**config.mk**
```make
export PLATFORM = sky130hd
export DESIGN_NAME = mc_acc_cpu
export DESIGN_NICKNAME = d
export VERILOG_FILES = /design/src/rtl/mc_acc_pkg.sv /design/src/rtl/mc_acc_alu.sv /design/src/rtl/mc_acc_ctrl.sv /design/src/rtl/mc_acc_dpath.sv /design/src/rtl/mc_acc_cpu.sv
export SDC_FILE = /design/constraint.sdc
export NUM_CORES = 1
export LEC_CHECK = 0
export BUFFER_PORTS_ARGS = -buffer_cell sky130_fd_sc_hd__buf_2
export CORE_ASPECT_RATIO = 1.2
export CORE_UTILIZATION = 55
export CTS_BUF_LIST = sky130_fd_sc_hd__clkbuf_8 sky130_fd_sc_hd__clkbuf_16
export DETAILED_ROUTE_END_ITERATION = 10
export PLACE_DENSITY = 0.76
export SKIP_CTS_REPAIR_TIMING = 1
export SYNTH_ARGS = -nofsm -noshare
export SYNTH_HDL_FRONTEND = slang
export SYNTH_SLANG_ARGS = --single-unit
```
**constraint.sdc**
```tcl
create_clock -name clk -period 10.9 [get_ports clk]
set_input_delay 2.18 -clock clk [delete_from_list [all_inputs] [get_ports clk]]
set_output_delay 2.18 -clock clk [all_outputs]
set_load 0.03 [all_outputs]
```
**src/rtl/mc_acc_pkg.sv**
```systemverilog
`timescale 1ns/1ps
package mc_acc_pkg;

  localparam int CW_W = 32;

  // control word bit positions
  localparam int CB_CAR_INC  = 0;
  localparam int CB_CAR_CLR  = 1;
  localparam int CB_CAR_MAP  = 2;
  localparam int CB_CAR_SKIP = 3;
  localparam int CB_MAR_PC   = 4;
  localparam int CB_MAR_MBR  = 5;
  localparam int CB_MBR_MEM  = 6;
  localparam int CB_MBR_ACC  = 7;
  localparam int CB_PC_INC   = 8;
  localparam int CB_PC_MBR   = 9;
  localparam int CB_IR_LD    = 10;
  localparam int CB_BR_MBR   = 11;
  localparam int CB_BR_IMM   = 12;
  localparam int CB_ALU_PASS = 13;
  localparam int CB_ALU_ADD  = 14;
  localparam int CB_ALU_SUB  = 15;
  localparam int CB_ALU_AND  = 16;
  localparam int CB_ALU_OR   = 17;
  localparam int CB_ALU_NOT  = 18;
  localparam int CB_ALU_SHR  = 19;
  localparam int CB_ALU_SHL  = 20;
  localparam int CB_MEM_WR   = 21;
  localparam int CB_HALT     = 22;
  localparam int CB_LAST     = CB_HALT;

  // operation codes
  localparam int OPC_STORE = 8'h01;
  localparam int OPC_LOAD  = 8'h02;
  localparam int OPC_ADD   = 8'h03;
  localparam int OPC_SUB   = 8'h04;
  localparam int OPC_AND   = 8'h05;
  localparam int OPC_OR    = 8'h06;
  localparam int OPC_NOT   = 8'h07;
  localparam int OPC_SHR   = 8'h08;
  localparam int OPC_SHL   = 8'h09;
  localparam int OPC_JGE   = 8'h0A;
  localparam int OPC_JMP   = 8'h0B;
  localparam int OPC_HALT  = 8'h0E;
  localparam int OPC_LDI   = 8'h10;

  // microroutine entry points
  localparam int UA_FETCH = 0;
  localparam int UA_STORE = 8;
  localparam int UA_MEMOP = 12;  // six four-word routines: load, add, sub, and, or, not
  localparam int UA_SHR   = 36;
  localparam int UA_SHL   = 37;
  localparam int UA_JGE   = 40;
  localparam int UA_JMP   = 44;
  localparam int UA_HALT  = 48;
  localparam int UA_LDI   = 52;

  typedef enum logic [3:0] {
    ALU_NONE, ALU_PASS, ALU_ADD, ALU_SUB, ALU_AND, ALU_OR, ALU_NOT, ALU_SHR, ALU_SHL
  } aluOp_t;

  typedef struct packed {
    logic   marFromPc;
    logic   marFromMbr;
    logic   mbrFromMem;
    logic   mbrFromAcc;
    logic   pcInc;
    logic   pcFromMbr;
    logic   irLoad;
    logic   brFromMbr;
    logic   brFromImm;
    logic   memWrite;
    aluOp_t aluOp;
  } dpStrobes_t;

endpackage

```
**src/rtl/mc_acc_alu.sv**
```systemverilog
`timescale 1ns/1ps
module mc_acc_alu import mc_acc_pkg::*; #(
  parameter int W = 16
) (
  input  aluOp_t       op,
  input  logic [W-1:0] a,
  input  logic [W-1:0] b,
  output logic [W-1:0] y
);

  always_comb begin
    case (op)
      ALU_PASS: y = b;
      ALU_ADD:  y = a + b;
      ALU_SUB:  y = a - b;
      ALU_AND:  y = a & b;
      ALU_OR:   y = a | b;
      ALU_NOT:  y = ~b;
      ALU_SHR:  y = {1'b0, a[W-1:1]};
      ALU_SHL:  y = {a[W-2:0], 1'b0};
      default:  y = a;
    endcase
  end

endmodule

```
**src/rtl/mc_acc_ctrl.sv**
```systemverilog
`timescale 1ns/1ps
module mc_acc_ctrl import mc_acc_pkg::*; #(
  parameter int OPC_W = 8,
  parameter int CS_AW = 6
) (
  input  logic             clk,
  input  logic             rst,
  input  logic [OPC_W-1:0] ir,
  input  logic             accSign,
  output dpStrobes_t       strobes,
  output logic             halted
);

  logic [CS_AW-1:0] car, nextCar;
  logic [CW_W-1:0]  cbr, romWord;

  // control store contents, computed per address
  function automatic logic [CW_W-1:0] ucodeAt(input logic [CS_AW-1:0] a);
    logic [CW_W-1:0] w;
    int ai, grp;
    w  = '0;
    ai = int'(a);
    if (ai == UA_FETCH) begin
      w[CB_MAR_PC] = 1'b1; w[CB_CAR_INC] = 1'b1;
    end else if (ai == UA_FETCH + 1) begin
      w[CB_MBR_MEM] = 1'b1; w[CB_PC_INC] = 1'b1; w[CB_CAR_INC] = 1'b1;
    end else if (ai == UA_FETCH + 2) begin
      w[CB_IR_LD] = 1'b1; w[CB_CAR_INC] = 1'b1;
    end else if (ai == UA_FETCH + 3) begin
      w[CB_CAR_MAP] = 1'b1;
    end else if (ai == UA_STORE) begin
      w[CB_MAR_MBR] = 1'b1; w[CB_CAR_INC] = 1'b1;
    end else if (ai == UA_STORE + 1) begin
      w[CB_MBR_ACC] = 1'b1; w[CB_CAR_INC] = 1'b1;
    end else if (ai == UA_STORE + 2) begin
      w[CB_MEM_WR] = 1'b1; w[CB_CAR_CLR] = 1'b1;
    end else if (ai >= UA_MEMOP && ai < UA_MEMOP + 24) begin
      grp = (ai - UA_MEMOP) / 4;
      case (ai % 4)
        0: begin w[CB_MAR_MBR] = 1'b1; w[CB_CAR_INC] = 1'b1; end
        1: begin w[CB_MBR_MEM] = 1'b1; w[CB_CAR_INC] = 1'b1; end
        2: begin w[CB_BR_MBR]  = 1'b1; w[CB_CAR_INC] = 1'b1; end
        default: begin w[CB_ALU_PASS + grp] = 1'b1; w[CB_CAR_CLR] = 1'b1; end
      endcase
    end else if (ai == UA_SHR) begin
      w[CB_ALU_SHR] = 1'b1; w[CB_CAR_CLR] = 1'b1;
    end else if (ai == UA_SHL) begin
      w[CB_ALU_SHL] = 1'b1; w[CB_CAR_CLR] = 1'b1;
    end else if (ai == UA_JGE) begin
      w[CB_CAR_SKIP] = 1'b1;
    end else if (ai == UA_JGE + 1 || ai == UA_JMP) begin
      w[CB_PC_MBR] = 1'b1; w[CB_CAR_CLR] = 1'b1;
    end else if (ai == UA_HALT) begin
      w[CB_HALT] = 1'b1;
    end else if (ai == UA_LDI) begin
      w[CB_BR_IMM] = 1'b1; w[CB_CAR_INC] = 1'b1;
    end else if (ai == UA_LDI + 1) begin
      w[CB_ALU_PASS] = 1'b1; w[CB_CAR_CLR] = 1'b1;
    end else begin
      w[CB_CAR_CLR] = 1'b1;
    end
    return w;
  endfunction

  // operation code to routine entry; unknown codes go straight back to fetch
  function automatic logic [CS_AW-1:0] mapOpcode(input logic [OPC_W-1:0] opc);
    int target;
    case (int'(opc))
      OPC_STORE: target = UA_STORE;
      OPC_LOAD:  target = UA_MEMOP;
      OPC_ADD:   target = UA_MEMOP + 4;
      OPC_SUB:   target = UA_MEMOP + 8;
      OPC_AND:   target = UA_MEMOP + 12;
      OPC_OR:    target = UA_MEMOP + 16;
      OPC_NOT:   target = UA_MEMOP + 20;
      OPC_SHR:   target = UA_SHR;
      OPC_SHL:   target = UA_SHL;
      OPC_JGE:   target = UA_JGE;
      OPC_JMP:   target = UA_JMP;
      OPC_HALT:  target = UA_HALT;
      OPC_LDI:   target = UA_LDI;
      default:   target = UA_FETCH;
    endcase
    return CS_AW'(target);
  endfunction

  always_comb begin
    nextCar = car;
    if (cbr[CB_CAR_CLR])       nextCar = '0;
    else if (cbr[CB_CAR_MAP])  nextCar = mapOpcode(ir);
    else if (cbr[CB_CAR_SKIP]) nextCar = car + (accSign ? CS_AW'(2) : CS_AW'(1));
    else if (cbr[CB_CAR_INC])  nextCar = car + CS_AW'(1);
  end

  assign romWord = ucodeAt(nextCar);

  always_ff @(posedge clk) begin
    if (rst) begin
      car    <= '0;
      cbr    <= ucodeAt('0);
      halted <= 1'b0;
    end else begin
      car <= nextCar;
      cbr <= romWord;
      if (cbr[CB_HALT]) halted <= 1'b1;
    end
  end

  always_comb begin
    strobes.marFromPc  = cbr[CB_MAR_PC];
    strobes.marFromMbr = cbr[CB_MAR_MBR];
    strobes.mbrFromMem = cbr[CB_MBR_MEM];
    strobes.mbrFromAcc = cbr[CB_MBR_ACC];
    strobes.pcInc      = cbr[CB_PC_INC];
    strobes.pcFromMbr  = cbr[CB_PC_MBR];
    strobes.irLoad     = cbr[CB_IR_LD];
    strobes.brFromMbr  = cbr[CB_BR_MBR];
    strobes.brFromImm  = cbr[CB_BR_IMM];
    strobes.memWrite   = cbr[CB_MEM_WR] & ~halted;
    if (cbr[CB_ALU_PASS])     strobes.aluOp = ALU_PASS;
    else if (cbr[CB_ALU_ADD]) strobes.aluOp = ALU_ADD;
    else if (cbr[CB_ALU_SUB]) strobes.aluOp = ALU_SUB;
    else if (cbr[CB_ALU_AND]) strobes.aluOp = ALU_AND;
    else if (cbr[CB_ALU_OR])  strobes.aluOp = ALU_OR;
    else if (cbr[CB_ALU_NOT]) strobes.aluOp = ALU_NOT;
    else if (cbr[CB_ALU_SHR]) strobes.aluOp = ALU_SHR;
    else if (cbr[CB_ALU_SHL]) strobes.aluOp = ALU_SHL;
    else                      strobes.aluOp = ALU_NONE;
  end

  AST_HALT_STICKY: assert property (@(posedge clk) disable iff (rst)
    halted |=> halted);
  AST_HALT_FREEZE: assert property (@(posedge clk) disable iff (rst)
    halted |=> $stable(car));
  AST_ALU_ONEHOT: assert property (@(posedge clk) disable iff (rst)
    $onehot0(cbr[CB_ALU_SHL:CB_ALU_PASS]));
  AST_SEQ_LEGAL: assert property (@(posedge clk) disable iff (rst)
    $onehot0(cbr[CB_CAR_SKIP:CB_CAR_INC]) && (cbr[CW_W-1:CB_LAST+1] == '0));
  AST_CLEAR_TO_FETCH: assert property (@(posedge clk) disable iff (rst)
    cbr[CB_CAR_CLR] |=> (car == '0) && strobes.marFromPc);

endmodule

```
**src/rtl/mc_acc_dpath.sv**
```systemverilog
`timescale 1ns/1ps
module mc_acc_dpath import mc_acc_pkg::*; #(
  parameter int DATA_W = 16,
  parameter int ADDR_W = 8
) (
  input  logic                     clk,
  input  logic                     rst,
  input  dpStrobes_t               strobes,
  input  logic [DATA_W-1:0]        memRdata,
  output logic [ADDR_W-1:0]        memAddr,
  output logic [DATA_W-1:0]        memWdata,
  output logic [DATA_W-ADDR_W-1:0] ir,
  output logic                     accSign
);

  localparam int OPC_W = DATA_W - ADDR_W;

  logic [ADDR_W-1:0] mar, pc;
  logic [OPC_W-1:0]  irReg;
  logic [DATA_W-1:0] mbr, br, acc, aluY;

  mc_acc_alu #(.W(DATA_W)) u_alu (
    .op (strobes.aluOp),
    .a  (acc),
    .b  (br),
    .y  (aluY)
  );

  always_ff @(posedge clk) begin
    if (rst) begin
      mar   <= '0;
      pc    <= '0;
      irReg <= '0;
      mbr   <= '0;
      br    <= '0;
      acc   <= '0;
    end else begin
      if (strobes.marFromPc)       mar <= pc;
      else if (strobes.marFromMbr) mar <= mbr[ADDR_W-1:0];

      if (strobes.mbrFromMem)      mbr <= memRdata;
      else if (strobes.mbrFromAcc) mbr <= acc;

      if (strobes.pcFromMbr)       pc <= mbr[ADDR_W-1:0];
      else if (strobes.pcInc)      pc <= pc + ADDR_W'(1);

      if (strobes.irLoad)          irReg <= mbr[DATA_W-1:ADDR_W];

      if (strobes.brFromMbr)       br <= mbr;
      else if (strobes.brFromImm)  br <= DATA_W'(mbr[ADDR_W-1:0]);

      if (strobes.aluOp != ALU_NONE) acc <= aluY;
    end
  end

  assign memAddr  = mar;
  assign memWdata = mbr;
  assign ir       = irReg;
  assign accSign  = acc[DATA_W-1];

  AST_STORE_DATA: assert property (@(posedge clk) disable iff (rst)
    strobes.memWrite |-> (memWdata == acc));
  AST_MAR_SOURCE: assert property (@(posedge clk) disable iff (rst)
    $onehot0({strobes.marFromPc, strobes.marFromMbr}));
  AST_NO_WRITE_AT_FETCH: assert property (@(posedge clk) disable iff (rst)
    strobes.marFromPc |-> !strobes.memWrite);

endmodule

```
**src/rtl/mc_acc_cpu.sv**
```systemverilog
`timescale 1ns/1ps
module mc_acc_cpu import mc_acc_pkg::*; #(
  parameter int DATA_W = 16,
  parameter int ADDR_W = 8,
  parameter int CS_AW  = 6
) (
  input  logic              clk,
  input  logic              rst,
  output logic [ADDR_W-1:0] memAddr,
  output logic [DATA_W-1:0] memWdata,
  input  logic [DATA_W-1:0] memRdata,
  output logic              memWe,
  output logic              halted
);

  localparam int OPC_W = DATA_W - ADDR_W;

  dpStrobes_t       strobes;
  logic [OPC_W-1:0] ir;
  logic             accSign;

  mc_acc_ctrl #(.OPC_W(OPC_W), .CS_AW(CS_AW)) u_ctrl (
    .clk     (clk),
    .rst     (rst),
    .ir      (ir),
    .accSign (accSign),
    .strobes (strobes),
    .halted  (halted)
  );

  mc_acc_dpath #(.DATA_W(DATA_W), .ADDR_W(ADDR_W)) u_dpath (
    .clk      (clk),
    .rst      (rst),
    .strobes  (strobes),
    .memRdata (memRdata),
    .memAddr  (memAddr),
    .memWdata (memWdata),
    .ir       (ir),
    .accSign  (accSign)
  );

  assign memWe = strobes.memWrite;

endmodule

```
Word-level counts from Yosys, hierarchy flattened --
Memory sizes are Yosys's and may differ from the RTL's. A register that Yosys moved wholly into a read port is not among the register bits. Cells that the tools add are included.
Word-level totals: register bits after elaboration 102, bits in read-only memories 160, bits of input ports 18, output and inout port bits 26, logic and storage cells 208, memories kept 1
Memory list:
- (name not given) | words 32, bits a word 5, read ports 1, clocked after Yosys merged registers in 1, write ports 0, line mc_acc_ctrl.sv:68 | case (int'(opc))
Operators by class: $add $sub $neg 8, order comparisons 4, equal/unequal tests 24, multiplexer cells 125, bitwise logic cells 6, reductions and logical operators 25
Operator list (count):
- two-way mux 20 bit | 8
- two-way mux 19 bit | 7
- one-hot mux 16 bit (8 select lines) | 1
- two-way mux 16 bit | 4
- two-way mux 4 bit | 16
- two-way mux 6 bit | 10
- two-way mux 8 bit | 6
- two-way mux 1 bit | 43
- two-way mux 2 bit | 20
- == test 6 x 5 -> 1 bit, second input constant | 6
- adder 32 x 1 -> 32 bit | 1
- adder 5 x 32 -> 32 bit, first input constant | 1
- >= comparator 32 x 1 -> 1 bit, second input constant | 1
- logical NOT 32 bit | 1
- < comparator 32 x 7 -> 1 bit, second input constant | 1
- == test 6 bit, second input constant | 5
- two-way mux 5 bit | 5
- adder 16 bit | 1
- AND 16 bit | 1
- == test 4 x 3 -> 1 bit, second input constant | 4
- NOT 16 bit | 1
- bitwise OR 16 bit | 1
- subtractor 16 bit | 1
- == test 6 x 3 -> 1 bit, second input constant | 2
- 32 further kinds | 45

Longest topological paths before layout --
Gate-level depths: netlist (run 1).
word-level depth 43, gate-level depth with buffers 24

Modules after synthesis --
Synthesis (run 1) repeated with hierarchy kept, for this count alone.
Second synthesis, totals: cells, all modules 974, area total of the unflattened synthesis 7706.1 um^2
Modules (own cells, without submodules):
- mc_acc_dpath | times used 1, cells an instance 325, area an instance 3074.2 um^2, sequential area each 1441.4 um^2
- mc_acc_ctrl | times used 1, cells an instance 316, area an instance 2543.7 um^2, sequential area each 600.6 um^2
- mc_acc_alu | times used 1, cells an instance 333, area an instance 2088.3 um^2, sequential area each 0.0 um^2

Worst setup path after synthesis (run 1) --
OpenSTA, ideal clock, no wires.
path type flip-flop to flip-flop, from register u_dpath.acc[15], to register u_ctrl.cbr[19], arrival time 4.492 ns, data required time 10.804 ns, path slack 6.312 ns, stages on the path, launching flop included 25, period minus slack after synthesis 4.588 ns, path through dfxtp_1 inv_1 ha_1 inv_1 fa_1 nor2b_1 or2_0 o311a_1 inv_1 ha_1 clkbuf_1 nand2b_1 or2_2 ha_1 inv_1 ha_1 clkbuf_1 nor3_1 ha_1 nor4_1 and3_1 and3_1 buf_6 nand2_4 o41ai_2
RTL lines:
- start, declared | line mc_acc_dpath.sv:20 | logic [DATA_W-1:0] mbr, br, acc, aluY;
- start signal, assigned | line mc_acc_dpath.sv:52 | if (strobes.aluOp != ALU_NONE) acc <= aluY;
- two-way mux 2 bit (*) | line mc_acc_ctrl.sv:91 | else if (cbr[CB_CAR_SKIP]) nextCar = car + (accSign ? CS_AW'(2) : CS_AW'(1));
- adder 6 bit (*) | line mc_acc_ctrl.sv:91
- two-way mux 6 bit (*) | line mc_acc_ctrl.sv:91
- two-way mux 6 bit (*) | line mc_acc_ctrl.sv:90 | else if (cbr[CB_CAR_MAP]) nextCar = mapOpcode(ir);
- two-way mux 6 bit (*) | line mc_acc_ctrl.sv:89 | if (cbr[CB_CAR_CLR]) nextCar = '0;
- via u_ctrl.nextCar[2] | line mc_acc_ctrl.sv:14 | logic [CS_AW-1:0] car, nextCar;
- subtractor 6 x 4 -> 7 bit | line mc_acc_ctrl.sv:38 | grp = (ai - UA_MEMOP) / 4;
- AND 1 bit (no line)
- (+14 left out)
- two-way mux 2 bit | line mc_acc_ctrl.sv:37 | end else if (ai >= UA_MEMOP && ai < UA_MEMOP + 24) begin
- two-way mux 19 bit | line mc_acc_ctrl.sv:35 | end else if (ai == UA_STORE + 2) begin
- two-way mux 19 bit | line mc_acc_ctrl.sv:33 | end else if (ai == UA_STORE + 1) begin
- two-way mux 19 bit | line mc_acc_ctrl.sv:31 | end else if (ai == UA_STORE) begin
- two-way mux 19 bit | line mc_acc_ctrl.sv:29 | end else if (ai == UA_FETCH + 3) begin
- two-way mux 19 bit | line mc_acc_ctrl.sv:27 | end else if (ai == UA_FETCH + 2) begin
- two-way mux 19 bit | line mc_acc_ctrl.sv:25 | end else if (ai == UA_FETCH + 1) begin
- two-way mux 19 bit | line mc_acc_ctrl.sv:23 | if (ai == UA_FETCH) begin
- end signal, assigned | line mc_acc_ctrl.sv:100 | cbr <= ucodeAt('0);
- end signal, assigned | line mc_acc_ctrl.sv:104 | cbr <= romWord;
- end, declared | line mc_acc_ctrl.sv:15 | logic [CW_W-1:0] cbr, romWord;
Mark *: on every way through the listed nets, which the timed path passes. The rest lies on a longest branch. The select of a mux whose other input is x is not followed. A chain may end at the register's enable or synchronous reset.

Worst setup path in the final report (run 1) --
from register u_dpath.acc[15], to register u_ctrl.cbr[10]
On the way: word-level cells in the longest chain between the ends 27
RTL lines (line):
- two-way mux 2 bit (*) | mc_acc_ctrl.sv:91
- adder 6 bit (*) | mc_acc_ctrl.sv:91
- two-way mux 6 bit (*) | mc_acc_ctrl.sv:91
- two-way mux 6 bit (*) | mc_acc_ctrl.sv:90
- two-way mux 6 bit (*) | mc_acc_ctrl.sv:89
- subtractor 6 x 4 -> 7 bit | mc_acc_ctrl.sv:38
- OR reduction 2 bit (no line)
- AND 1 bit (no line)
- (+11 left out)
- two-way mux 19 bit | mc_acc_ctrl.sv:29
- two-way mux 19 bit | mc_acc_ctrl.sv:27
- two-way mux 19 bit | mc_acc_ctrl.sv:25
- two-way mux 19 bit | mc_acc_ctrl.sv:23
- two-way mux 3 bit | mc_acc_ctrl.sv:33
- two-way mux 5 bit | mc_acc_ctrl.sv:31
- two-way mux 8 bit | mc_acc_ctrl.sv:29
- two-way mux 1 bit | mc_acc_ctrl.sv:27
Mark *: on every way between the ends. The rest lies on a longest branch, timed or not. The select of a mux whose other input is x is not followed.

==> run_summary.xml, run 1 <==
<?xml version="1.0" encoding="UTF-8"?>
<metrics>
  <group name="outcome">
    <metric name="run_status" unit="">finished, final reports clean</metric>
  </group>
  <group name="drt">
    <metric name="postRouteAntennaNets" unit="">0</metric>
    <metric name="route.final.wire_length" unit="um">20000</metric>
    <metric name="drt-vias-per-instance" unit="">6.17</metric>
    <metric name="detailroute.via_count" unit="">6888</metric>
    <metric name="drt_first_pass_iters" unit="">5</metric>
    <metric name="wire_per_inst" unit="um">17.9</metric>
    <metric name="detail_route.iter0.violations" unit="">612</metric>
    <metric name="final_routed_drc_violation_total" unit="">0</metric>
  </group>
  <group name="floorplanning">
    <metric name="initial_utilization" unit="">0.572</metric>
    <metric name="core.rowCount" unit="">45</metric>
    <metric name="placeableCoreArea" unit="sq mm">0.0128</metric>
    <metric name="design.die.area" unit="sq mm">0.0138</metric>
    <metric name="dieHeight" unit="um">129</metric>
    <metric name="die_w" unit="um">107</metric>
    <metric name="pin_count" unit="">44</metric>
  </group>
  <group name="timing">
    <metric name="finalClockSkew" unit="ns">0.00873</metric>
    <metric name="post-route-min-period" unit="ns">5.39</metric>
    <metric name="grt_setup_unrepaired" unit="">false</metric>
    <metric name="timing.setup.tns" unit="ns">0</metric>
    <metric name="setup-violations-final" unit="">0</metric>
    <metric name="slew_violations" unit="">0</metric>
    <metric name="fmax" unit="MHz">186</metric>
    <metric name="layout_worst_path_cycle_share" unit="">0.494</metric>
    <metric name="tightestPinTransition" unit="ns">1.17</metric>
    <metric name="hold_viol_final" unit="">0</metric>
    <metric name="max_slew_margin" unit="">0.216</metric>
  </group>
  <group name="synthesis">
    <metric name="yosysWarnings" unit="">0</metric>
    <metric name="synthDominantCellAreaShare" unit="">0.292</metric>
    <metric name="yosysUniqueCellTypes" unit="">83</metric>
    <metric name="synth_ff_type" unit="">dfxtp_1</metric>
    <metric name="seq_area_frac_synth" unit="">0.292</metric>
    <metric name="synth-async-reset-ratio" unit="">0</metric>
    <metric name="syn_nets" unit="">1022</metric>
    <metric name="synth_seq_cells" unit="">107</metric>
    <metric name="synthDominantAreaCellType" unit="">dfxtp_1</metric>
    <metric name="synthesis.area" unit="sq mm">0.00734</metric>
    <metric name="synthTopCellsByArea" unit="">dfxtp_1, ha_1, nor2_1</metric>
    <metric name="synth-edff-count" unit="">0</metric>
    <metric name="post_synth.cell_area_avg" unit="sq um">7.70</metric>
    <metric name="syn_inst" unit="">954</metric>
  </group>
  <group name="finish">
    <metric name="final_cell_mix" unit="">nor2_1, dfxtp_1, a21oi_1</metric>
    <metric name="layoutNonFillerInstCount" unit="">1117</metric>
    <metric name="flow.area_growth_from_synthesis" unit="%">6.58</metric>
    <metric name="fin_area" unit="sq mm">0.00783</metric>
    <metric name="finalNetCount" unit="">1016</metric>
    <metric name="drive_above_1_share" unit="">0.0913</metric>
    <metric name="antennaDiodeCount" unit="">0</metric>
    <metric name="layout_commonest_cell" unit="">nor2_1</metric>
    <metric name="layout.core_utilization" unit="">0.610</metric>
  </group>
  <group name="worst_setup_path">
    <metric name="reg2reg_depth" unit="">20</metric>
    <metric name="worstPathMaxFanout" unit="">19</metric>
    <metric name="startpoint" unit="">u_dpath.acc[15]</metric>
    <metric name="crit_type" unit="">reg2reg</metric>
    <metric name="regToRegStartpoint" unit="">u_dpath.acc[15]</metric>
    <metric name="destination_of_the_critical_timing_path" unit="">u_ctrl.cbr[10]</metric>
    <metric name="endpoint_kind" unit="">register</metric>
    <metric name="reg2reg_slack" unit="ns">5.51</metric>
    <metric name="crit_path_launch_type" unit="">register</metric>
    <metric name="critical_path_arrival" unit="ns">5.67</metric>
    <metric name="endpoint_of_the_most_critical_register_to_register_path" unit="">u_ctrl.cbr[10]</metric>
    <metric name="critical_path_required" unit="ns">11.19</metric>
  </group>
  <group name="power">
    <metric name="power.ir.vdd_worst" unit="mV">0.185</metric>
    <metric name="power_leakage" unit="nW">3.13</metric>
    <metric name="cellPowerDensity" unit="mW/mm^2">174</metric>
  </group>
  <group name="global_routing">
    <metric name="globalRoute.totalOverflow" unit="">0</metric>
    <metric name="grt_start_max_net_pins" unit="">62</metric>
    <metric name="grt_pass1_wl" unit="um">32100</metric>
    <metric name="antenna_found_initial" unit="">0</metric>
    <metric name="track_usage" unit="">0.296</metric>
    <metric name="grt_pass1_vias" unit="">6247</metric>
  </group>
  <group name="place">
    <metric name="gp_congestion" unit="">0.979</metric>
    <metric name="placement.cell_area" unit="sq mm">0.00754</metric>
    <metric name="half_perimeter_wire_length_after_detailed_placement" unit="um">14500</metric>
    <metric name="portBuffers" unit="">43</metric>
    <metric name="numPlacedInstances" unit="">1101</metric>
  </group>
  <group name="clock_tree">
    <metric name="clkLatencyLatePin" unit="ns">0.35</metric>
    <metric name="clock_path_buffers" unit="">2</metric>
    <metric name="clkTransAtPathRegs" unit="ns">0.07</metric>
    <metric name="clock_tree.htree_level_count" unit="">3</metric>
    <metric name="cts.root.buffer_cell" unit="">clkbuf_16</metric>
    <metric name="clock_sinks" unit="">107</metric>
    <metric name="cts_buffers" unit="">9</metric>
    <metric name="tritoncts" unit="">built</metric>
  </group>
  <group name="run">
    <metric name="drv_cap" unit="">0</metric>
  </group>
  <group name="worst_hold_path">
    <metric name="hold_path_class" unit="">reg2reg</metric>
  </group>
</metrics>
[logic make-up after synthesis]
group	share of synthesized area
XOR/XNOR	0.0503
flip-flops	0.292
AND/OR/NAND/NOR	0.260
AO/OA/AOI/OAI	0.210
buffers and inverters	0.0494
multiplexers	0.0506
adder cells (fa/ha/maj)	0.0873
[area by class of cell]
type	instances	area [sq um]
Clock buffer	9	225
Timing Repair Buffer	44	223
Clock inverter	7	61.3
Sequential cell	107	2140
Inverter	31	116
Fill cell	1176	5010
Multi-Input combinational cell	755	4850
Tap cell	164	205
[power breakdown]
part / leakage, nW / switching (mW) / internal [mW]
combinational: 2.12 / 0.371 / 0.201
sequential: 0.864 / 0.0522 / 0.414
clock: 0.142 / 0.162 / 0.159
total: 3.13 / 0.585 / 0.775
[registers in the layout (all words and copies together), names as in the netlist, named ones only]
signal            count
u_dpath.acc          16
u_dpath.pc            8
u_dpath.ir            8
u_dpath.memAddr       8
u_ctrl.cbr           23
u_dpath.memWdata     16
u_ctrl.car            6
u_dpath.br           16
u_ctrl.halted         1
[per-layer routing]
metal,share of wire,track usage,vias to the layer above
li1,-,-,3368
met1,0.43,0.388,3191
met2,0.46,0.487,287
met3,0.075,0.0451,42
met4,0.027,0.121,0
met5,0,0,-
[stage by stage]
| step | total power [mW] | worst slack [ns] | hold slack (ns) |
|---|---|---|---|
| after floorplan | 0.886 | 6.31 | 0.411 |
| after global placement | 1.03 | 5.83 | 0.415 |
| after detailed placement | 1.03 | 5.63 | 0.421 |
| after CTS | 1.35 | 5.63 | 0.438 |
| after global routing | 1.44 | 5.12 | 0.497 |
| final | 1.36 | 5.51 | 0.433 |
[how the worst min path moves through the flow]
stage | cells after the start | slack (ns) | to | startpoint
2_1_floorplan | 2 | 0.41 | u_ctrl.halted | u_ctrl.cbr[22]
3_3_place_gp | 2 | 0.42 | u_ctrl.halted | u_ctrl.cbr[22]
3_5_place_dp | 2 | 0.42 | u_ctrl.halted | u_ctrl.cbr[22]
4_1_cts | 2 | 0.44 | u_ctrl.halted | u_ctrl.cbr[22]
5_1_grt | 2 | 0.50 | u_ctrl.halted | u_ctrl.cbr[22]
6_report | 2 | 0.43 | u_ctrl.halted | u_ctrl.cbr[22]
[worst max-delay path, cell delays in order, from the launching register on]
cell and delay, ns:
dfxtp_1 0.38, inv_1 0.15, ha_1 0.18, inv_1 0.05, fa_1 0.35, nor2b_1 0.25
o2111a_2 0.29, a2111oi_4 0.08, nor3_4 0.68, nand2b_1 0.24, or2_2 0.33, ha_1 0.19
inv_1 0.06, ha_1 0.31, nor3_1 0.13, ha_1 0.20, nor4_1 0.26, and3_1 0.27
and3_1 0.46, o2111ai_1 0.24, o21ai_1 0.18
[Yosys cell counts, types with 11 or more instances]
cell type,count
nor2_1,155
dfxtp_1,107
a21oi_1,89
nand2_1,86
clkbuf_1,52
ha_1,48
mux2i_1,36
o21ai_0,35
inv_1,31
nand3_1,28
nand2b_1,25
xnor2_1,23
nor3_1,18
a31oi_1,12
xor2_1,12
nor2b_1,11
No activity file was read; power rests on OpenSTA's default activity.
==> run 2: changes to the inputs <==
==> constraint.sdc (replaced) <==
create_clock -name clk -period 5.25 [get_ports clk]
set_input_delay 1.05 -clock clk [delete_from_list [all_inputs] [get_ports clk]]
set_output_delay 1.05 -clock clk [all_outputs]
set_load 0.03 [all_outputs]
==> run_summary.xml, run 2 (same netlist as run 1, synthesis figures left out) <==
<?xml version="1.0" encoding="UTF-8"?>
<metrics>
  <group name="floorplanning">
    <metric name="initial_utilization" unit="">0.572</metric>
    <metric name="die_w" unit="um">107</metric>
    <metric name="placeableCoreArea" unit="sq mm">0.0128</metric>
    <metric name="dieHeight" unit="um">129</metric>
    <metric name="pin_count" unit="">44</metric>
    <metric name="design.die.area" unit="sq mm">0.0138</metric>
    <metric name="core.rowCount" unit="">45</metric>
  </group>
  <group name="power">
    <metric name="power_leakage" unit="nW">3.17</metric>
    <metric name="power_frac_clock" unit="">0.236</metric>
    <metric name="post_layout_total_power" unit="mW">2.84</metric>
    <metric name="total_switching_power" unit="mW">1.21</metric>
    <metric name="power.share.switching" unit="">0.426</metric>
    <metric name="cell_internal_pwr" unit="mW">1.63</metric>
    <metric name="power.ir.vdd_worst" unit="mV">0.333</metric>
    <metric name="p_comb_frac" unit="">0.425</metric>
    <metric name="cellPowerDensity" unit="mW/mm^2">360</metric>
    <metric name="p_seq_frac" unit="">0.339</metric>
  </group>
  <group name="drt">
    <metric name="detail_route.iter0.violations" unit="">609</metric>
    <metric name="detailroute.via_count" unit="">6818</metric>
    <metric name="drt-vias-per-instance" unit="">6.06</metric>
    <metric name="route.final.wire_length" unit="um">19900</metric>
    <metric name="final_routed_drc_violation_total" unit="">0</metric>
    <metric name="drt_first_pass_iters" unit="">6</metric>
    <metric name="wire_per_inst" unit="um">17.7</metric>
    <metric name="postRouteAntennaNets" unit="">0</metric>
  </group>
  <group name="finish">
    <metric name="largest_register_ffs" unit="">23</metric>
    <metric name="drive_above_1_share" unit="">0.102</metric>
    <metric name="fin_area" unit="sq mm">0.00789</metric>
    <metric name="layoutNonFillerInstCount" unit="">1125</metric>
    <metric name="final_cell_mix" unit="">nor2_1, dfxtp_1, a21oi_1</metric>
    <metric name="antennaDiodeCount" unit="">0</metric>
    <metric name="flow.area_growth_from_synthesis" unit="%">7.52</metric>
    <metric name="layout_commonest_cell" unit="">nor2_1</metric>
    <metric name="finalNetCount" unit="">1025</metric>
    <metric name="top_register" unit="">u_ctrl.cbr</metric>
  </group>
  <group name="timing">
    <metric name="tightestPinTransition" unit="ns">1.11</metric>
    <metric name="timing.setup.tns" unit="ns">0</metric>
    <metric name="hold_viol_final" unit="">0</metric>
    <metric name="slew_violations" unit="">0</metric>
    <metric name="grt_setup_unrepaired" unit="">false</metric>
    <metric name="fmax" unit="MHz">208</metric>
    <metric name="max_slew_margin" unit="">0.258</metric>
    <metric name="post-route-min-period" unit="ns">4.82</metric>
    <metric name="finalClockSkew" unit="ns">0.0137</metric>
    <metric name="setup-violations-final" unit="">0</metric>
    <metric name="setup_slack" unit="ns">0.434</metric>
    <metric name="layout_worst_path_cycle_share" unit="">0.917</metric>
  </group>
  <group name="place">
    <metric name="place_ws" unit="ns">0.0423</metric>
    <metric name="half_perimeter_wire_length_after_detailed_placement" unit="um">14500</metric>
    <metric name="placement.cell_area" unit="sq mm">0.00757</metric>
    <metric name="portBuffers" unit="">43</metric>
    <metric name="numPlacedInstances" unit="">1105</metric>
    <metric name="gp_congestion" unit="">0.994</metric>
  </group>
  <group name="clock_tree">
    <metric name="cts_buffers" unit="">9</metric>
    <metric name="clkTransAtPathRegs" unit="ns">0.08</metric>
    <metric name="clock_path_buffers" unit="">2</metric>
    <metric name="clkLatencyLatePin" unit="ns">0.36</metric>
    <metric name="cts.root.buffer_cell" unit="">clkbuf_16</metric>
    <metric name="clock_tree.htree_level_count" unit="">3</metric>
    <metric name="tritoncts" unit="">built</metric>
    <metric name="clock_sinks" unit="">107</metric>
  </group>
  <group name="worst_setup_path">
    <metric name="critical_path_arrival" unit="ns">5.11</metric>
    <metric name="worstPathMaxFanout" unit="">9</metric>
    <metric name="endpoint_kind" unit="">register</metric>
    <metric name="crit_type" unit="">reg2reg</metric>
    <metric name="crit_path_launch_type" unit="">register</metric>
    <metric name="critical_path_required" unit="ns">5.54</metric>
  </group>
  <group name="global_routing">
    <metric name="globalRoute.totalOverflow" unit="">0</metric>
    <metric name="grt_start_max_net_pins" unit="">55</metric>
    <metric name="antenna_found_initial" unit="">0</metric>
    <metric name="track_usage" unit="">0.293</metric>
    <metric name="grt_pass1_wl" unit="um">31700</metric>
    <metric name="grt_pass1_vias" unit="">6096</metric>
  </group>
  <group name="outcome">
    <metric name="run_status" unit="">finished, final reports clean</metric>
  </group>
  <group name="run">
    <metric name="drv_cap" unit="">0</metric>
  </group>
  <group name="worst_hold_path">
    <metric name="hold_path_class" unit="">reg2reg</metric>
  </group>
</metrics>
-- run 2: worst max-delay path, stage by stage, from the launching register on --
cell and delay (ns):
dfxtp_1 0.32, inv_1 0.13, ha_1 0.19, inv_1 0.06
fa_1 0.35, nor2b_1 0.24, or2_0 0.16, o311a_1 0.31
inv_1 0.14, ha_1 0.22, nand2b_1 0.19, or2_2 0.30
ha_1 0.20, inv_1 0.07, ha_2 0.26, nor3_1 0.10
ha_1 0.47, inv_1 0.18, nor2_1 0.24, nand2_1 0.11
o41ai_1 0.29, a21oi_1 0.08, o21ai_1 0.13
-- run 2: path summary, 6_finish.rpt --
| check | start | end | slack [ns] | cells after the start |
|---|---|---|---|---|
| setup / recovery | u_dpath.acc[15] | u_ctrl.cbr[0] | 0.43 | 22 |
| setup reg to reg | u_dpath.acc[15] | u_ctrl.cbr[0] | 0.43 | 22 |
| hold / removal | u_ctrl.cbr[22] | u_ctrl.halted | 0.45 | 2 |
| hold reg to reg | u_ctrl.cbr[22] | u_ctrl.halted | 0.45 | 2 |
-- run 2: area by class of cell --
cell class,instances,area [sq um]
Clock buffer,10,239
Multi-Input combinational cell,755,4860
Sequential cell,107,2140
Inverter,31,116
Timing Repair Buffer,53,290
Clock inverter,5,45.0
Tap cell,164,205
Fill cell,1172,4940
-- run 2: layer usage --
metal | GRT usage | share of wire | up-vias
met5 | 0 | 0 | -
met4 | 0.128 | 0.028 | 0
met3 | 0.0405 | 0.051 | 33
met2 | 0.467 | 0.47 | 220
met1 | 0.397 | 0.45 | 3172
li1 | - | - | 3393
-- run 2: power groups by stage --
stage | Sequential, mW | Clock, mW | Combinational [mW]
4_1_cts | 0.961 | 0.682 | 1.17
5_1_grt | 0.973 | 0.713 | 1.33
6_report | 0.964 | 0.671 | 1.21
3_5_place_dp | 0.981 | 0 | 1.16
2_1_floorplan | 0.941 | 0 | 0.899
3_3_place_gp | 0.978 | 0 | 1.16
-- run 2: through the flow --
| step | hold WS (ns) | util |
|---|---|---|
| 2_1_floorplan | 0.411 | - |
| 5_1_grt | 0.517 | 0.615 |
| 4_1_cts | 0.448 | 0.612 |
| 3_3_place_gp | 0.419 | 0.590 |
| 3_5_place_dp | 0.440 | 0.590 |
| 6_report | 0.448 | 0.615 |
==> run 3: changes to the inputs <==
--- a/config.mk
+++ b/config.mk
@@ -14,4 +14,5 @@
 export SKIP_CTS_REPAIR_TIMING = 1
 export SYNTH_ARGS = -nofsm -noshare
 export SYNTH_HDL_FRONTEND = slang
+export SYNTH_HIERARCHICAL = 1
 export SYNTH_SLANG_ARGS = --single-unit
==> run_summary.xml, run 3 <==
<?xml version="1.0" encoding="UTF-8"?>
<metrics>
  <group name="clock_tree">
    <metric name="clkLatencyLatePin" unit="ns">0.35</metric>
    <metric name="cts_buffers" unit="">9</metric>
    <metric name="cts.root.buffer_cell" unit="">clkbuf_16</metric>
    <metric name="tritoncts" unit="">built</metric>
    <metric name="clkTransAtPathRegs" unit="ns">0.08</metric>
    <metric name="clock_path_buffers" unit="">2</metric>
    <metric name="clock_tree.htree_level_count" unit="">3</metric>
    <metric name="clock_sinks" unit="">102</metric>
  </group>
  <group name="global_routing">
    <metric name="grt_pass1_wl" unit="um">33600</metric>
    <metric name="antenna_found_initial" unit="">0</metric>
    <metric name="grt_pass1_vias" unit="">6761</metric>
    <metric name="grt_start_max_net_pins" unit="">47</metric>
    <metric name="globalRoute.totalOverflow" unit="">0</metric>
    <metric name="track_usage" unit="">0.291</metric>
  </group>
  <group name="outcome">
    <metric name="run_status" unit="">finished, final reports clean</metric>
  </group>
  <group name="drt">
    <metric name="final_routed_drc_violation_total" unit="">0</metric>
    <metric name="drt_first_pass_iters" unit="">5</metric>
    <metric name="route.final.wire_length" unit="um">20300</metric>
    <metric name="detail_route.iter0.violations" unit="">562</metric>
    <metric name="drt-vias-per-instance" unit="">6.34</metric>
    <metric name="postRouteAntennaNets" unit="">0</metric>
    <metric name="wire_per_inst" unit="um">17.6</metric>
    <metric name="detailroute.via_count" unit="">7288</metric>
  </group>
  <group name="finish">
    <metric name="final_cell_mix" unit="">nor2_1, dfxtp_1, nand2_1</metric>
    <metric name="layout_commonest_cell" unit="">nor2_1</metric>
    <metric name="layoutNonFillerInstCount" unit="">1150</metric>
    <metric name="flow.area_growth_from_synthesis" unit="%">6.72</metric>
    <metric name="top_register" unit="">u_ctrl/cbr</metric>
    <metric name="largest_register_ffs" unit="">23</metric>
    <metric name="antennaDiodeCount" unit="">0</metric>
    <metric name="drive_above_1_share" unit="">0.155</metric>
    <metric name="finalNetCount" unit="">1035</metric>
  </group>
  <group name="synthesis">
    <metric name="yosysWarnings" unit="">6</metric>
    <metric name="synthTopCellsByArea" unit="">dfxtp_1, ha_1, nor2_1</metric>
    <metric name="yosysUniqueCellTypes" unit="">96</metric>
    <metric name="synthDominantAreaCellType" unit="">dfxtp_1</metric>
    <metric name="leading_post_synthesis_cells_by_instance_count" unit="">nor2_1, dfxtp_1, nand2_1, a21oi_1, o21ai_0</metric>
    <metric name="syn_nets" unit="">1035</metric>
    <metric name="synth_ff_type" unit="">dfxtp_1</metric>
    <metric name="synth-edff-count" unit="">0</metric>
    <metric name="syn_inst" unit="">974</metric>
    <metric name="synth-async-reset-ratio" unit="">0</metric>
    <metric name="yosysMostFrequentCell" unit="">nor2_1</metric>
    <metric name="synth_seq_cells" unit="">102</metric>
    <metric name="post_synth.cell_area_avg" unit="sq um">7.91</metric>
    <metric name="synthDominantCellAreaShare" unit="">0.265</metric>
    <metric name="seq_area_frac_synth" unit="">0.265</metric>
    <metric name="synthesis.area" unit="sq mm">0.00771</metric>
  </group>
  <group name="floorplanning">
    <metric name="die_w" unit="um">110</metric>
    <metric name="design.die.area" unit="sq mm">0.0145</metric>
    <metric name="pin_count" unit="">44</metric>
    <metric name="core.rowCount" unit="">47</metric>
    <metric name="placeableCoreArea" unit="sq mm">0.0138</metric>
    <metric name="initial_utilization" unit="">0.560</metric>
    <metric name="dieHeight" unit="um">132</metric>
  </group>
  <group name="timing">
    <metric name="setup-violations-final" unit="">0</metric>
    <metric name="post-route-min-period" unit="ns">4.76</metric>
    <metric name="slew_violations" unit="">0</metric>
    <metric name="max_slew_margin" unit="">0.272</metric>
    <metric name="setup_slack" unit="ns">0.491</metric>
    <metric name="tightestPinTransition" unit="ns">1.08</metric>
    <metric name="finalClockSkew" unit="ns">0.0125</metric>
    <metric name="fmax" unit="MHz">210</metric>
    <metric name="layout_worst_path_cycle_share" unit="">0.906</metric>
    <metric name="timing.setup.tns" unit="ns">0</metric>
    <metric name="hold_viol_final" unit="">0</metric>
    <metric name="grt_setup_unrepaired" unit="">false</metric>
  </group>
  <group name="worst_hold_path">
    <metric name="hold_path_class" unit="">reg2reg</metric>
    <metric name="startpoint_of_the_tightest_hold_check_path" unit="">u_ctrl/cbr[22]</metric>
    <metric name="capture_endpoint_of_the_worst_hold_path" unit="">u_ctrl/halted</metric>
    <metric name="min_path_cells" unit="">2</metric>
  </group>
  <group name="worst_setup_path">
    <metric name="reg2reg_slack" unit="ns">0.49</metric>
    <metric name="endpoint_of_the_most_critical_register_to_register_path" unit="">u_ctrl/cbr[4]</metric>
    <metric name="critical_path.most_common_cell" unit="">ha_1</metric>
    <metric name="worstPathMaxFanout" unit="">7</metric>
    <metric name="crit_path_launch_type" unit="">register</metric>
    <metric name="startpoint" unit="">u_dpath/acc[15]</metric>
    <metric name="endpoint_kind" unit="">register</metric>
    <metric name="cp_slowest_stage_delay" unit="ns">0.38</metric>
    <metric name="crit_type" unit="">reg2reg</metric>
    <metric name="reg2reg_depth" unit="">25</metric>
    <metric name="regToRegStartpoint" unit="">u_dpath/acc[15]</metric>
    <metric name="critical_path_arrival" unit="ns">5.01</metric>
    <metric name="critPathSlowestCell" unit="">dfxtp_1</metric>
    <metric name="critical_path_required" unit="ns">5.50</metric>
  </group>
  <group name="place">
    <metric name="portBuffers" unit="">43</metric>
    <metric name="gp_congestion" unit="">0.983</metric>
    <metric name="half_perimeter_wire_length_after_detailed_placement" unit="um">14300</metric>
    <metric name="numPlacedInstances" unit="">1134</metric>
    <metric name="place_ws" unit="ns">0.356</metric>
  </group>
  <group name="power">
    <metric name="power_leakage" unit="nW">3.23</metric>
    <metric name="post_layout_total_power" unit="mW">2.77</metric>
    <metric name="power.ir.vdd_worst" unit="mV">0.447</metric>
    <metric name="cellPowerDensity" unit="mW/mm^2">337</metric>
  </group>
  <group name="run">
    <metric name="drv_cap" unit="">0</metric>
  </group>
</metrics>
run 3: where the power goes:
| part | leakage (nW) | internal (mW) | switching [mW] |
|---|---|---|---|
| clock | 0.154 | 0.345 | 0.346 |
| combinational | 2.25 | 0.441 | 0.687 |
| sequential | 0.825 | 0.831 | 0.121 |
run 3: layer usage:
| metal | wire (um) | track usage | vias up |
|---|---|---|---|
| li1 | - | - | 3510 |
| met1 | 8720 | 0.375 | 3396 |
| met2 | 9730 | 0.484 | 307 |
| met3 | 1110 | 0.0347 | 75 |
| met4 | 697 | 0.121 | 0 |
| met5 | 0 | 0 | - |
run 3: final cells by class:
cell class,instances,area (sq um)
Sequential cell,102,2040
Fill cell,1258,5540
Tap cell,171,214
Clock inverter,7,93.8
Multi-Input combinational cell,781,5250
Inverter,25,93.8
Timing Repair Buffer,55,305
Clock buffer,9,225
run 3: cell families after synthesis:
logic type / count (synthesis) / synth area share
muxes: 63 / 0.0864
and+or+nand+nor: 389 / 0.261
buffers and inverters: 91 / 0.0562
xor gates and xnor gates: 29 / 0.0339
AOI/OAI and AO/OA: 256 / 0.225
adders and majority gates: 44 / 0.0731
DFF: 102 / 0.265
run 3: how the worst max path moves through the flow:
stage                           to  slack (ns)
floorplan           u_ctrl/cbr[12]        0.63
global placement     u_ctrl/cbr[4]        0.47
detailed placement  u_ctrl/cbr[20]        0.36
CTS                  u_ctrl/cbr[4]        0.31
global route         u_ctrl/cbr[4]        0.07
finish               u_ctrl/cbr[4]        0.49
run 3: per-stage QoR:
stage               area, sq um  hold WS [ns]  utilization
floorplan                  7710         0.411            -
global placement           7900         0.436        0.574
detailed placement         7900         0.435        0.574
CTS                        8220         0.457        0.597
global route               8220         0.519        0.598
finish                     8220         0.459        0.598
run 3: critical path: cells and delay by family, from the launching register on:
family	cells	cell delay, ns
compound gates	3	0.63
buf+inv	5	0.48
flops	1	0.38
fa+ha+maj	6	1.30
simple gates	11	1.89
